File: config.mk
export PLATFORM = sky130hd
export DESIGN_NAME = ldst_core
export DESIGN_NICKNAME = d
export VERILOG_FILES = /design/src/rtl/ldst_pkg.sv /design/src/rtl/ldst_decode.sv /design/src/rtl/ldst_regfile.sv /design/src/rtl/ldst_core.sv
export SDC_FILE = /design/constraint.sdc
export NUM_CORES = 1
export LEC_CHECK = 0
export ABC_AREA = 1
export ABC_CLOCK_PERIOD_IN_PS = 6100
export BUFFER_PORTS_ARGS = -buffer_cell sky130_fd_sc_hd__buf_2
export CAP_MARGIN = 40
export CORE_AREA = 8 8 124 149
export DETAILED_ROUTE_END_ITERATION = 8
export DIE_AREA = 0 0 132 157
export PLACE_DENSITY_LB_ADDON = 0.08
export SLEW_MARGIN = 20
export SYNTH_ARGS = -nofsm -noshare
export SYNTH_HDL_FRONTEND = slang
export SYNTH_SLANG_ARGS = --single-unit
File: constraint.sdc
create_clock -name clk -period 6.1 [get_ports clk]
set_clock_uncertainty 0.2 [all_clocks]
set_input_delay 0.305 -clock clk [delete_from_list [all_inputs] [get_ports clk]]
set_output_delay 0.305 -clock clk [all_outputs]
set_load 0.03 [all_outputs]
File: src/rtl/ldst_pkg.sv
package ldst_pkg;

    // Instruction word geometry
    localparam int INSN_W    = 16;
    localparam int REG_IDX_W = 3;
    localparam int LIT_OFF_W = 9;

    // Two-register format: opcode in [15:10]
    localparam logic [5:0] OPC_LOAD  = 6'b110000;
    localparam logic [5:0] OPC_STORE = 6'b110001;
    // Literal format: 4-bit prefix in [15:12], dest [11:9], offset [8:0]
    localparam logic [3:0] OPC_LIT   = 4'b1110;

    typedef enum logic [2:0] {
        ST_FETCH  = 3'd0,
        ST_DECODE = 3'd1,
        ST_MEM    = 3'd2,
        ST_WB     = 3'd3,
        ST_HALT   = 3'd4
    } state_e;

    typedef enum logic [1:0] {
        OP_LOAD  = 2'd0,
        OP_STORE = 2'd1,
        OP_LIT   = 2'd2,
        OP_BAD   = 2'd3
    } kind_e;

endpackage

File: src/rtl/ldst_decode.sv
module ldst_decode
    import ldst_pkg::*;
#(
    parameter int DATA_W = 16
) (
    input  logic [INSN_W-1:0]    instr,
    output kind_e                kind,
    output logic [REG_IDX_W-1:0] ra,
    output logic [REG_IDX_W-1:0] rb,
    output logic [REG_IDX_W-1:0] rd,
    output logic [DATA_W-1:0]    off
);

    localparam int EXT_W = DATA_W - LIT_OFF_W;

    always_comb begin
        ra   = instr[9:7];
        rb   = instr[6:4];
        rd   = instr[11:9];
        off  = {{EXT_W{instr[LIT_OFF_W-1]}}, instr[LIT_OFF_W-1:0]};
        kind = OP_BAD;
        if (instr[15:10] == OPC_LOAD) begin
            kind = OP_LOAD;
        end else if (instr[15:10] == OPC_STORE) begin
            kind = OP_STORE;
        end else if (instr[15:12] == OPC_LIT) begin
            kind = OP_LIT;
        end
    end

endmodule

File: src/rtl/ldst_regfile.sv
module ldst_regfile #(
    parameter int DATA_W = 16,
    parameter int NREGS  = 8,
    localparam int IDX_W = $clog2(NREGS)
) (
    input  logic              clk,
    input  logic              rst,
    input  logic              we,
    input  logic [IDX_W-1:0]  waddr,
    input  logic [DATA_W-1:0] wdata,
    input  logic [IDX_W-1:0]  raddr_a,
    output logic [DATA_W-1:0] rdata_a,
    input  logic [IDX_W-1:0]  raddr_b,
    output logic [DATA_W-1:0] rdata_b
);

    logic [DATA_W-1:0] regs_q [NREGS];

    always_ff @(posedge clk) begin
        if (rst) begin
            for (int i = 0; i < NREGS; i++) begin
                regs_q[i] <= '0;
            end
        end else if (we) begin
            regs_q[waddr] <= wdata;
        end
    end

    assign rdata_a = regs_q[raddr_a];
    assign rdata_b = regs_q[raddr_b];

endmodule

File: src/rtl/ldst_core.sv
module ldst_core
    import ldst_pkg::*;
#(
    parameter int DATA_W = 16
) (
    input  logic              clk,
    input  logic              rst,
    output logic [DATA_W-1:0] mem_addr,
    output logic [DATA_W-1:0] mem_wdata,
    input  logic [DATA_W-1:0] mem_rdata,
    output logic              mem_we,
    output logic              halt
);

    localparam int NREGS = 1 << REG_IDX_W;

    typedef struct packed {
        state_e                state;
        logic [DATA_W-1:0]     pc;
        logic [DATA_W-1:0]     ea;
        logic [DATA_W-1:0]     sdata;
        logic [REG_IDX_W-1:0]  dst;
        logic                  is_store;
    } core_t;

    core_t q, d;

    kind_e                dec_kind;
    logic [REG_IDX_W-1:0] dec_ra, dec_rb, dec_rd;
    logic [DATA_W-1:0]    dec_off;
    logic [DATA_W-1:0]    rf_a, rf_b;
    logic                 rf_we;

    // The instruction word arrives on mem_rdata during the decode cycle
    ldst_decode #(.DATA_W(DATA_W)) u_dec (
        .instr (mem_rdata[INSN_W-1:0]),
        .kind  (dec_kind),
        .ra    (dec_ra),
        .rb    (dec_rb),
        .rd    (dec_rd),
        .off   (dec_off)
    );

    ldst_regfile #(.DATA_W(DATA_W), .NREGS(NREGS)) u_rf (
        .clk     (clk),
        .rst     (rst),
        .we      (rf_we),
        .waddr   (q.dst),
        .wdata   (mem_rdata),
        .raddr_a (dec_ra),
        .rdata_a (rf_a),
        .raddr_b (dec_rb),
        .rdata_b (rf_b)
    );

    always_comb begin
        d         = q;
        mem_addr  = q.pc;
        mem_wdata = q.sdata;
        mem_we    = 1'b0;
        rf_we     = 1'b0;
        case (q.state)
            ST_FETCH: begin
                d.pc    = q.pc + 1'b1;
                d.state = ST_DECODE;
            end
            ST_DECODE: begin
                case (dec_kind)
                    OP_LOAD: begin
                        d.ea       = rf_a;
                        d.dst      = dec_rb;
                        d.is_store = 1'b0;
                        d.state    = ST_MEM;
                    end
                    OP_STORE: begin
                        d.ea       = rf_b;
                        d.sdata    = rf_a;
                        d.is_store = 1'b1;
                        d.state    = ST_MEM;
                    end
                    OP_LIT: begin
                        // q.pc already points one past this instruction
                        d.ea       = q.pc + dec_off;
                        d.dst      = dec_rd;
                        d.is_store = 1'b0;
                        d.state    = ST_MEM;
                    end
                    default: begin
                        d.state = ST_HALT;
                    end
                endcase
            end
            ST_MEM: begin
                mem_addr = q.ea;
                if (q.is_store) begin
                    mem_we  = 1'b1;
                    d.state = ST_FETCH;
                end else begin
                    d.state = ST_WB;
                end
            end
            ST_WB: begin
                rf_we   = 1'b1;
                d.state = ST_FETCH;
            end
            ST_HALT: begin
                d.state = ST_HALT;
            end
            default: begin
                d.state = ST_HALT;
            end
        endcase
    end

    always_ff @(posedge clk) begin
        if (rst) begin
            q.state    <= ST_FETCH;
            q.pc       <= '0;
            q.ea       <= '0;
            q.sdata    <= '0;
            q.dst      <= '0;
            q.is_store <= 1'b0;
        end else begin
            q <= d;
        end
    end

    assign halt = (q.state == ST_HALT);

endmodule

==> results.yml <==
status:
  outcome: "completed"
timing:
  rsz0062_at_grt: "no"
  post-route-period-util_pct: 47.4
  min_period_ns: 2.89
  fmax_mhz: 346
  finalSetupTns_ns: 0
  whs_ns: 0.0437
  setup_viol: 0
  hold_violations: 0
  slew_headroom_pct: 42.1
  worst_pin_slew_ns: 0.868
  slew_viol_final: 0
  layout_setup_ws_ns: 3.21
routing:
  wl_mm: 29.3
  drt-pass1-iter-count: 9
  vias_per_cell: 5.89
  vias: 9443
  ant_nets: 0
  drt_iter0_drc: 1129
  wl_per_cell_um: 18.2
  drc: 0
run:
  maxCapViolCount: 0
worst_setup_path:
  cp-start-kind: "input pin"
  reg2regPathDepth: 5
  crit_cells: 7
  arrival_ns: 2.75
  path_buf_inv: 3
  critPathCaptureType: "register"
  worstPathRequired_ns: 5.96
  cp_max_fo: 42
  critPathMaxStageDelay_ns: 0.71
  path_cells: "buf_2 > inv_1 > buf_4 > nand4_1 > nor2_1 > nand2_2 > nand2_1"
  path_delay_family: "simple AND/OR/NAND/NOR gates"
  worstSetupPathType: "input pin to register"
  cp_slowest_cell: "nand2_1"
yosys:
  ys_ff_latch: 183
  synth_fp_nets: 1431
  synthAdderAreaFrac_pct: 2.44
  netlist-cell-type-count: 40
  synth-compound-area-share_pct: 16.2
  synth_mux_area_share_pct: 0.379
  avgSynthCellArea_um2: 7.59
  syn-instance-count: 1393
  seq_area_frac_synth_pct: 46.8
  synth_top_family_by_area: "simple AND/OR/NAND/NOR gates"
  yosysWarnings: 0
  synth_area_mm2: 0.0106
  synthXorXnorAreaFrac_pct: 0.0829
  synth-simple-area-share_pct: 24.6
grt:
  antenna_found_initial: 0
  overflow: 0
  grt_pass1_vias: 8792
  grt_pass1_wl_mm: 45.3
  grt_max_degree: 62
  grtUsageTotal_pct: 28.0
clock_tree:
  cts_resized: 0
  cts_buffers: 17
  insertion_delay_ns: 0.44
  holdBufCountCts: 0
  clk_pin_slew_worst_paths_ns: 0.07
  cts.sinks: 183
  h-tree-depth: 4
  postCtsSetupBuffers: 0
  tritoncts: "yes"
  clockBufferDepth: 2
  cts_root_buf: "clkbuf_16"
cells_and_area:
  design_area_mm2: 0.0113
  finalNetCount: 1417
  antenna_cells: 0
  area_delta_synth_final_pct: 6.62
  fin_util_pct: 70.4
  drive_above_1_share_pct: 8.76
die:
  dieArea_mm2: 0.0207
  fp-row-count: 51
  core_mm2: 0.0160
  ios: 52
  die_y_um: 157
  fp.dieW_um: 132
  start_util_pct: 66.0
pwr:
  ir_drop_uv: 205
  leakagePower_nw: 4.82
  p_per_area_mw_per_mm2: 246
placed_design:
  placedInstanceArea_mm2: 0.0107
  place_ws_ns: 2.77
  io_buffers: 51
  gp_congestion: 0.860
  hpwl_mm: 19.9
worst_hold_path:
  hold_class: "input pin to register"
  min_path_cells: 3
==> path summary, 6_finish.rpt <==
kind	startpoint	endpoint	slack, ns
worst max-delay path	rst	u_rf.regs_q[2][11]	3.21
worst min-delay path	mem_rdata[15]	u_rf.regs_q[6][15]	0.04
worst max register to register	q[54]	u_rf.regs_q[2][11]	3.41
worst min register to register	q[29]	q[29]	0.27
==> kinds of logic (layout without fill, tap and decap cells) <==
| kind of cell | Yosys count | after routing |
|---|---|---|
| flip-flops | 183 | 183 |
| multiplexers | 4 | 4 |
| AO/OA/AOI/OAI | 324 | 324 |
| XOR/XNOR | 1 | 1 |
| buffers and inverters | 227 | 226 |
| AND/OR/NAND/NOR | 634 | 634 |
| adder cells (fa/ha/maj) | 20 | 20 |
==> metal layers <==
metal / vias to the layer above / global-route usage [%] / wire length [um]
met5: - / 0 / 0
met4: 0 / 12.0 / 662
met3: 62 / 6.06 / 2820
met2: 500 / 47.5 / 14300
met1: 4316 / 33.8 / 11400
li1: 4565 / - / -
==> sequential cells by signal, indices dropped and copies added (netlist names) <==
register     flops
u_rf.regs_q    128
mem_wdata       16
q               39
==> worst register-to-register path, delay by kind of cell (launching register included) <==
kind | cells | cell delay, ns
and+or+nand+nor | 4 | 1.58
DFF | 1 | 0.36
buffers and inverters | 1 | 0.17
==> stage by stage <==
| step | power [mW] | cells |
|---|---|---|
| after floorplan | 1.63 | 1393 |
| after detailed placement | 1.73 | 1570 |
| final | 2.77 | 1604 |
| after global routing | 2.86 | 1604 |
| after CTS | 2.76 | 1602 |
| after global placement | 1.72 | 1567 |
==> where the power goes <==
group / total [mW] / internal [mW] / switching (mW)
logic: 0.321 / 0.0858 / 0.236
registers: 1.39 / 1.36 / 0.0260
clock network: 1.06 / 0.570 / 0.491
==> cells in the mapped netlist <==
master | n | area, um2
edfxtp_1 | 128 | 3840
o21ai_0 | 158 | 791
buf_4 | 26 | 195
fa_1 | 1 | 20.0
o221ai_1 | 4 | 35.0
nor4_1 | 1 | 6.26
xor2_1 | 1 | 8.76
a21oi_1 | 85 | 425
nand4_1 | 4 | 25.0
nand3_1 | 55 | 275
mux2i_1 | 4 | 40.0
inv_1 | 119 | 447
nor2_4 | 2 | 22.5
dfxtp_1 | 55 | 1100
a31oi_1 | 28 | 175
o21ai_1 | 31 | 155
nor3_4 | 2 | 32.5
nor3_1 | 8 | 40.0
buf_1 | 3 | 11.3
nor2_8 | 1 | 20.0
nand3_4 | 1 | 17.5
nand2_1 | 324 | 1220
a211oi_1 | 8 | 60.1
inv_2 | 10 | 37.5
a21boi_0 | 3 | 22.5
o211ai_1 | 6 | 45.0
clkinv_1 | 3 | 11.3
nand3b_1 | 5 | 37.5
nand3_2 | 1 | 10.0
clkbuf_1 | 38 | 143
buf_2 | 25 | 125
and2_1 | 1 | 6.26
or2_2 | 3 | 18.8
nor2_2 | 3 | 18.8
nand2_2 | 8 | 50.1
ha_1 | 19 | 238
buf_6 | 2 | 22.5
clkbuf_2 | 1 | 5.00
o21a_1 | 1 | 7.51
nor2_1 | 215 | 807
==> layout by cell type (no fill, tap or decap), drive strengths merged <==
cell / n
nand2: 332
nor2: 221
o21ai: 189
inv: 134
edfxtp: 128
a21oi: 85
buf: 62
nand3: 57
dfxtp: 55
a31oi: 28
clkbuf: 20
ha: 19
nor3: 10
clkinv: 9
a211oi: 8
o211ai: 6
nand3b: 5
nand4: 4
mux2i: 4
o221ai: 4
or2: 3
a21boi: 3
xor2: 1
o21a: 1
and2: 1
nor4: 1
fa: 1
bufinv: 1
==> layout make-up <==
class,count,area (um2)
clock buffers,20,437
fillers,1326,4750
multi-input cells,983,4630
clock inverters,12,118
repair buffers,62,377
inverters,132,495
flip-flops and latches,183,4940
well taps,212,265
Note: power is estimated with default switching activity, not from simulation.
